File: config.mk
export PLATFORM = sky130hd
export DESIGN_NAME = cell_acc_reg
export DESIGN_NICKNAME = d
export VERILOG_FILES = /design/src/rtl/cell_acc_pkg.sv /design/src/rtl/cell_store_merge.sv /design/src/rtl/cell_status_next.sv /design/src/rtl/cell_acc_reg.sv
export SDC_FILE = /design/constraint.sdc
export NUM_CORES = 1
export LEC_CHECK = 0
export BUFFER_PORTS_ARGS = -buffer_cell sky130_fd_sc_hd__clkbuf_2
export CAP_MARGIN = 20
export CORE_ASPECT_RATIO = 0.75
export CORE_MARGIN = 1.5
export CORE_UTILIZATION = 36
export CTS_CLUSTER_DIAMETER = 120
export DETAILED_ROUTE_END_ITERATION = 6
export HOLD_SLACK_MARGIN = 0.02
export PLACE_DENSITY = 0.82
export SLEW_MARGIN = 20
export SYNTH_ARGS = -nofsm -noshare
export SYNTH_HDL_FRONTEND = slang
export SYNTH_SLANG_ARGS = --single-unit
File: constraint.sdc
create_clock -name clk -period 1.4 [get_ports clk]
set_input_delay 0.14 -clock clk [delete_from_list [all_inputs] [get_ports clk]]
set_output_delay 0.14 -clock clk [all_outputs]
set_load 0.05 [all_outputs]
File: src/rtl/cell_acc_pkg.sv
package cell_acc_pkg;

    localparam int CTRL_W = 11;
    localparam int BIT_A  = 0;
    localparam int BIT_P  = 1;

    typedef struct packed {
        logic d1;
        logic d2;
        logic i1;
        logic i2;
        logic i3;
        logic s1;
        logic s2;
        logic q1;
        logic q2;
        logic p;
        logic a;
    } ctrl_t;

    typedef enum logic [2:0] {
        UPD_HOLD,
        UPD_INPUT,
        UPD_STORE,
        UPD_DROP,
        UPD_NUM
    } upd_kind_t;

    function automatic logic is_acc_code(input ctrl_t c);
        return (!c.p) && c.a;
    endfunction

    function automatic logic [1:0] dir_of(input ctrl_t c);
        return {c.s1, c.s2};
    endfunction

endpackage

File: src/rtl/cell_store_merge.sv
module cell_store_merge
    import cell_acc_pkg::*;
#(
    parameter int W     = 16,
    parameter int NPORT = 4
) (
    input  logic [NPORT-1:0]   valid,
    input  logic [NPORT*W-1:0] words,
    output logic               any,
    output logic [W-1:0]       merged
);

    logic [W-1:0] masked [NPORT];

    for (genvar k = 0; k < NPORT; k++) begin : g_mask
        assign masked[k] = valid[k] ? words[k*W +: W] : '0;
    end

    always_comb begin
        merged = '0;
        for (int k = 0; k < NPORT; k++) begin
            merged = merged | masked[k];
        end
    end

    assign any = |valid;

endmodule

File: src/rtl/cell_status_next.sv
module cell_status_next
    import cell_acc_pkg::*;
#(
    parameter int W = 16
) (
    input  logic [W-1:0] cur_word,
    input  logic         cur_acc,
    input  logic [1:0]   cur_dir,
    input  logic         in_load,
    input  logic [W-1:0] in_word,
    input  logic         st_any,
    input  logic [W-1:0] st_merged,
    input  logic         num_wr,
    input  logic [W-1:0] num_word,
    output logic [W-1:0] nxt_word,
    output logic         nxt_acc,
    output logic [1:0]   nxt_dir,
    output upd_kind_t    kind
);

    ctrl_t in_ctrl;
    ctrl_t st_ctrl;

    assign in_ctrl = ctrl_t'(in_word[CTRL_W-1:0]);
    assign st_ctrl = ctrl_t'(st_merged[CTRL_W-1:0]);

    always_comb begin
        nxt_word = cur_word;
        nxt_acc  = cur_acc;
        nxt_dir  = cur_dir;
        kind     = UPD_HOLD;
        if (in_load) begin
            kind     = UPD_INPUT;
            nxt_word = in_word;
            nxt_acc  = is_acc_code(in_ctrl);
            if (is_acc_code(in_ctrl)) begin
                nxt_dir = dir_of(in_ctrl);
            end
        end else if (st_any) begin
            if (cur_acc && is_acc_code(st_ctrl)) begin
                kind = UPD_DROP;
            end else begin
                kind     = UPD_STORE;
                nxt_word = st_merged;
                nxt_acc  = is_acc_code(st_ctrl);
                if (is_acc_code(st_ctrl)) begin
                    nxt_dir = dir_of(st_ctrl);
                end
            end
        end else if (num_wr && cur_acc) begin
            kind     = UPD_NUM;
            nxt_word = num_word;
        end
    end

endmodule

File: src/rtl/cell_acc_reg.sv
module cell_acc_reg
    import cell_acc_pkg::*;
#(
    parameter int NLEN  = 4,
    parameter int NPORT = 4,
    localparam int W    = NLEN + 12
) (
    input  logic               clk,
    input  logic               rst,
    input  logic               in_load,
    input  logic [W-1:0]       in_word,
    input  logic [NPORT-1:0]   st_valid,
    input  logic [NPORT*W-1:0] st_word,
    input  logic               num_wr,
    input  logic [W-1:0]       num_word,
    output logic [W-1:0]       word_q,
    output logic               acc_mode,
    output logic               origin_mode,
    output logic [1:0]         succ_dir,
    output logic               fwd_req,
    output logic               acc_neg
);

    logic             st_any;
    logic [W-1:0]     st_merged;
    logic [W-1:0]     nxt_word;
    logic             nxt_acc;
    logic [1:0]       nxt_dir;
    logic [1:0]       dir_q;
    upd_kind_t        kind;
    ctrl_t            cur_ctrl;

    cell_store_merge #(.W(W), .NPORT(NPORT)) u_merge (
        .valid  (st_valid),
        .words  (st_word),
        .any    (st_any),
        .merged (st_merged)
    );

    cell_status_next #(.W(W)) u_next (
        .cur_word  (word_q),
        .cur_acc   (acc_mode),
        .cur_dir   (dir_q),
        .in_load   (in_load),
        .in_word   (in_word),
        .st_any    (st_any),
        .st_merged (st_merged),
        .num_wr    (num_wr),
        .num_word  (num_word),
        .nxt_word  (nxt_word),
        .nxt_acc   (nxt_acc),
        .nxt_dir   (nxt_dir),
        .kind      (kind)
    );

    always_ff @(posedge clk) begin
        if (rst) begin
            word_q   <= '0;
            acc_mode <= 1'b0;
            dir_q    <= 2'b00;
        end else begin
            word_q   <= nxt_word;
            acc_mode <= nxt_acc;
            dir_q    <= nxt_dir;
        end
    end

    assign cur_ctrl    = ctrl_t'(word_q[CTRL_W-1:0]);
    assign origin_mode = cur_ctrl.p && !acc_mode;
    assign succ_dir    = acc_mode ? dir_q : dir_of(cur_ctrl);
    assign fwd_req     = acc_mode || origin_mode;
    assign acc_neg     = acc_mode && word_q[W-1];

endmodule

# [Yosys cells after proc, flatten, opt, wreduce, memory -nomap -nowiden]
# Cells that the tools add are included.
[word_totals] register_bits=19 out_inout_bits=22 inputBits=104 elab_cells=43
[op_classes] muxes=17 eq_ne=3 n_bitwise=3 n_reduce_logical=17
[ops] op="2-to-1 mux 16 bit" count=8
[ops] op="OR 16 bit" count=3
[ops] op="2-to-1 mux 2 bit" count=6
[ops] op="logical AND 1 bit" count=6
[ops] op="AND reduction 2 bit" count=2
[ops] op="AND reduction 4 bit" count=1
[ops] op="nonzero test 2 bit" count=2
[ops] op="OR reduction 4 bit" count=1
[ops] op="zero test 1 bit" count=3
[ops] op="2-to-1 mux 1 bit" count=3
[ops] op="!= test 3 bit (second input constant)" count=1
[ops] op="nonzero test 3 bit" count=1
[ops] op="!= test 2 x 1 -> 1 bit (second input constant)" count=1
[ops] op="!= test 2 bit (second input constant)" count=1
[ops] op="logical OR 1 bit" count=1

# [Depth between registers and ports, before layout]
[logic_depth] word_depth=10 depth_mapped=7 ltp_nobuf=4

# [By module]
# A second synthesis with hierarchy kept.
[hier_totals] hier_cells=232 area_unflattened_um2=1815.5
[by_module_without_submodules] mod="cell_status_next" cells_each=131 n_inst=1 area_each_um2=899.6
[by_module_without_submodules] mod="cell_acc_reg" cells_each=44 n_inst=1 area_each_um2=558.0
[by_module_without_submodules] mod="cell_store_merge" cells_each=57 n_inst=1 area_each_um2=357.8

# [Least setup slack after synthesis]
# No wires, ideal clock.
[synth_timing] kind="reg2reg" startpoint="reg acc_mode" endpoint="reg word_q[10]" n_path_buf=3 t_arrival_ns=1.600 slack_ns=-0.323 path_stages_with_launch=7 path_cell_list="dfxtp_1 > clkbuf_1 > a21oi_1 > a32o_2 > buf_6 > buf_12 > mux2i_1"
[synth_via] elab_chain_len=3 word_cells_on_any_way=5 classes_between="eq/ne: 1; reduce/logical: 4"
[synth_rtl] item="start: declaration" line_no="cell_acc_reg.sv:17" rtl="output logic acc_mode,"
[synth_rtl] item="start signal: assignment" line_no="cell_acc_reg.sv:63" rtl="acc_mode <= nxt_acc;"
[synth_rtl] item="logical AND 1 bit, on equally long branches" line_no="cell_status_next.sv:40, cell_status_next.sv:50"
[synth_rtl] item="!= test 3 bit (no source line) / nonzero test 3 bit (equally long branches)"
[synth_rtl] item="AND reduction 2 bit (no source line) *"
[synth_rtl] item="end signal: assignment" line_no="cell_acc_reg.sv:62" rtl="word_q <= nxt_word;"
[synth_rtl] item="end: declaration" line_no="cell_acc_reg.sv:16" rtl="output logic [W-1:0] word_q,"
# Every way passes the cells marked *; elsewhere a longest branch is shown, timed or not.
# A chain may end at the register's enable or synchronous reset.

# [Worst setup path after layout]
[layout_timing] startpoint="reg acc_mode" endpoint="out succ_dir[0]"
[layout_via] elab_chain_len=1
[layout_rtl] item="2-to-1 mux 2 bit" line_no="cell_acc_reg.sv:70" rtl="assign succ_dir = acc_mode ? dir_q : dir_of(cur_ctrl);"
[layout_rtl] item="end: declaration" line_no="cell_acc_reg.sv:19" rtl="output logic [1:0] succ_dir,"
# Every way passes these cells.

==> results.cfg <==
[critical_path]
critPathTopFamily = flip-flops
r2r_slack_ns = 0.13
cp.required_ns = 1.26
worstSetupStartpointType = flop
reg2regPathDepth = 4
r2r_end = word_q[12]
cp_slowest_cell = dfxtp_4
crit_chain = mux2_2, buf_2
r2r_start = acc_mode
crit_buf_inv = 1
worstSetupPathType = reg -> out
crit_path_end_kind = primary output
crit_arrival_ns = 1.21
slowest_delay_ns = 0.41
critPathMaxFanout = 10

[grt]
grt_overflow = 0
grt_max_degree = 34
grt_pass1_vias = 1875
grt_first_pass_wirelength_mm = 8.487
antenna_found_initial = 0
grt.total_usage = 0.2297

[synth]
ys_ff_latch = 19
synthCells = 195
yosysWarnings = 0
syn-num-nets = 299
netlist-cell-type-count = 34
syn_area_um2 = 1575
yosysSeqAreaShare = 0.2415
avgSynthCellArea_um2 = 8.078

[clocking]
clkSinkCount = 19
ctsHoldBuffers = 0
ctsHtreeMaxLevel = 1
cts_buffer_depth = 2
cts_root_buf = clkbuf_8
cts_made_buffers = 3
clock_latency_ns = 0.25
clk_pin_slew_ns = 0.06
cts_tree = done

[routing]
drc = 0
drt_iter0_drc = 101
vias = 1942
via_per_inst = 5.179
firstDrtPassIters = 4
drtAntennaViolNets = 0
wl_per_cell_um = 14.13
routed_wl_mm = 5.299

[timing]
slew_headroom = 0.6347
clock.fmax_mhz = 739.5
period_share = 0.9659
finClkSkew_ns = 0.008581
maxSlewViolCount = 0
postLayoutSetupSlackWorst_ns = 0.04769
hold_viol = 0
period_minus_slack_ns = 1.352
worst_pin_slew_ns = 0.5479
fin_setup_tns_ns = 0
rsz0062_at_grt = false
setup_violations = 0

[worst_hold_path]
min_to = acc_mode
hold_path.startpoint = in_word[0]
hold_depth = 3
min_path_type = in -> reg

[layout]
drive_above_1_share = 0.4906
nets = 425
n_antenna_cell = 0
area_growth_pct = 48.45

[placement]
dpl.hpwl_mm = 4.442
pre_cts_slack_ns = -0.1572
numPortBuffers = 125
gp_congestion = 0.8594

[die]
dieWidth_um = 79.38
fp-row-count = 20
fp.dieH_um = 60.29
core-area_um2 = 4129
die_area_um2 = 4785
ios = 126
initial_core_util = 0.3815

[power]
peakVddDrop_mv = 0.4173
cellPowerDensity_nw_per_um2 = 745.1
p_leak_nw = 1.177

[flow_run]
max_cap_violations = 0

[status]
status = finished clean
==> Yosys cell counts (all sizes together) <==
cell | count | area [um^2]
buf | 7 | 71.32
o211ai | 12 | 90.09
or2 | 1 | 6.260
a21oi | 18 | 90.09
o21ai | 2 | 10.01
a32oi | 1 | 8.760
a222oi | 2 | 20.02
a41o | 1 | 10.01
a22o | 2 | 17.52
and2 | 3 | 18.77
inv | 16 | 60.06
nor4 | 2 | 27.53
nand4 | 11 | 68.82
a22oi | 26 | 205.2
mux2 | 2 | 22.52
a211oi | 3 | 27.52
clkbuf | 14 | 52.55
a32o | 1 | 11.26
or4 | 1 | 11.26
or3 | 2 | 12.51
nor3 | 1 | 5.000
mux2i | 18 | 180.2
nor2b | 1 | 6.260
nand2b | 18 | 112.6
o21bai | 1 | 7.510
nand3b | 1 | 7.510
nand2 | 9 | 33.78
dfxtp | 19 | 380.4
==> per-stage QoR <==
step | hold slack, ns | util | cells | area [um^2] | total power, mW
final | 0.1645 | 0.5664 | 375 | 2338 | 1.742
after detailed placement | 0.4216 | 0.5552 | 371 | 2292 | 1.380
after global placement | 0.4189 | 0.5552 | 371 | 2292 | 1.370
after CTS | 0.1569 | 0.5664 | 375 | 2338 | 1.758
after floorplan | 0.2848 | - | 195 | 1592 | 1.111
after global routing | 0.1625 | 0.5664 | 375 | 2338 | 1.852
==> cell families after synthesis <==
kind of cell    synth area share
mux                       0.1287
buf+inv                   0.1168
compound gates            0.3161
flops                     0.2415
simple gates              0.1970
==> area by class of cell <==
class | count | area (um^2)
fill | 411 | 1790
timing repair buffer | 142 | 765.7
tap | 55 | 68.82
clock inverter | 1 | 5.005
sequential | 19 | 384.1
clock buffer | 3 | 41.29
multi-input combinational | 139 | 1013
inverter | 16 | 60.06
==> worst max path at each step <==
stage | slack [ns] | to | cells past startpoint | start
floorplan | -0.02 | word_q[1] | 7 | st_valid[0]
global placement | -0.08 | word_q[9] | 6 | st_valid[0]
detailed placement | -0.16 | word_q[12] | 6 | st_valid[1]
CTS | 0.009 | succ_dir[0] | 2 | acc_mode
global route | 0.01 | word_q[12] | 6 | st_valid[1]
finish | 0.05 | succ_dir[0] | 2 | acc_mode
==> flip-flops by register name, summed over array words and instances (netlist names) <==
register	flops
dir_q	2
acc_mode	1
word_q	16
==> worst min-delay path: cells and delay by family <==
kind | cells | cell delay (ns)
simple gates | 1 | 0.07
compound gates | 1 | 0.06
buf+inv | 1 | 0.11
==> repair_timing <==
item | CTS | global route
resized for setup | 0 | 2
setup buffers | 0 | 0
setup endpoints to repair | 0 | 2
==> placed cells by master (no fill, tap or decap), types with 2 or more instances in the layout <==
master / instances
clkbuf_2: 123
clkbuf_8: 3
and2_1: 3
mux2_2: 2
o211ai_1: 12
a21oi_1: 18
or3_1: 2
a22oi_1: 24
buf_4: 16
a211oi_1: 2
nand4_1: 11
a222oi_1: 2
mux2i_1: 18
dfxtp_1: 18
buf_2: 2
inv_1: 16
nand2_1: 9
o21ai_0: 2
a22oi_2: 2
a22o_1: 2
nand2b_1: 18
==> per-layer routing <==
layer	vias up	wire length [um]	global-route usage
met5	-	0	0
met4	0	83	0.04511
met2	95	2568	0.4237
li1	982	-	-
met3	8	475	0.06870
met1	857	2171	0.2671
==> where the power goes <==
part | leakage (nW) | internal (mW) | total, mW | switching [mW]
registers | 0.159 | 0.590 | 0.624 | 0.0339
clock network | 0.0255 | 0.198 | 0.374 | 0.177
logic | 0.992 | 0.296 | 0.744 | 0.447
(Power assumes the default switching activity.)
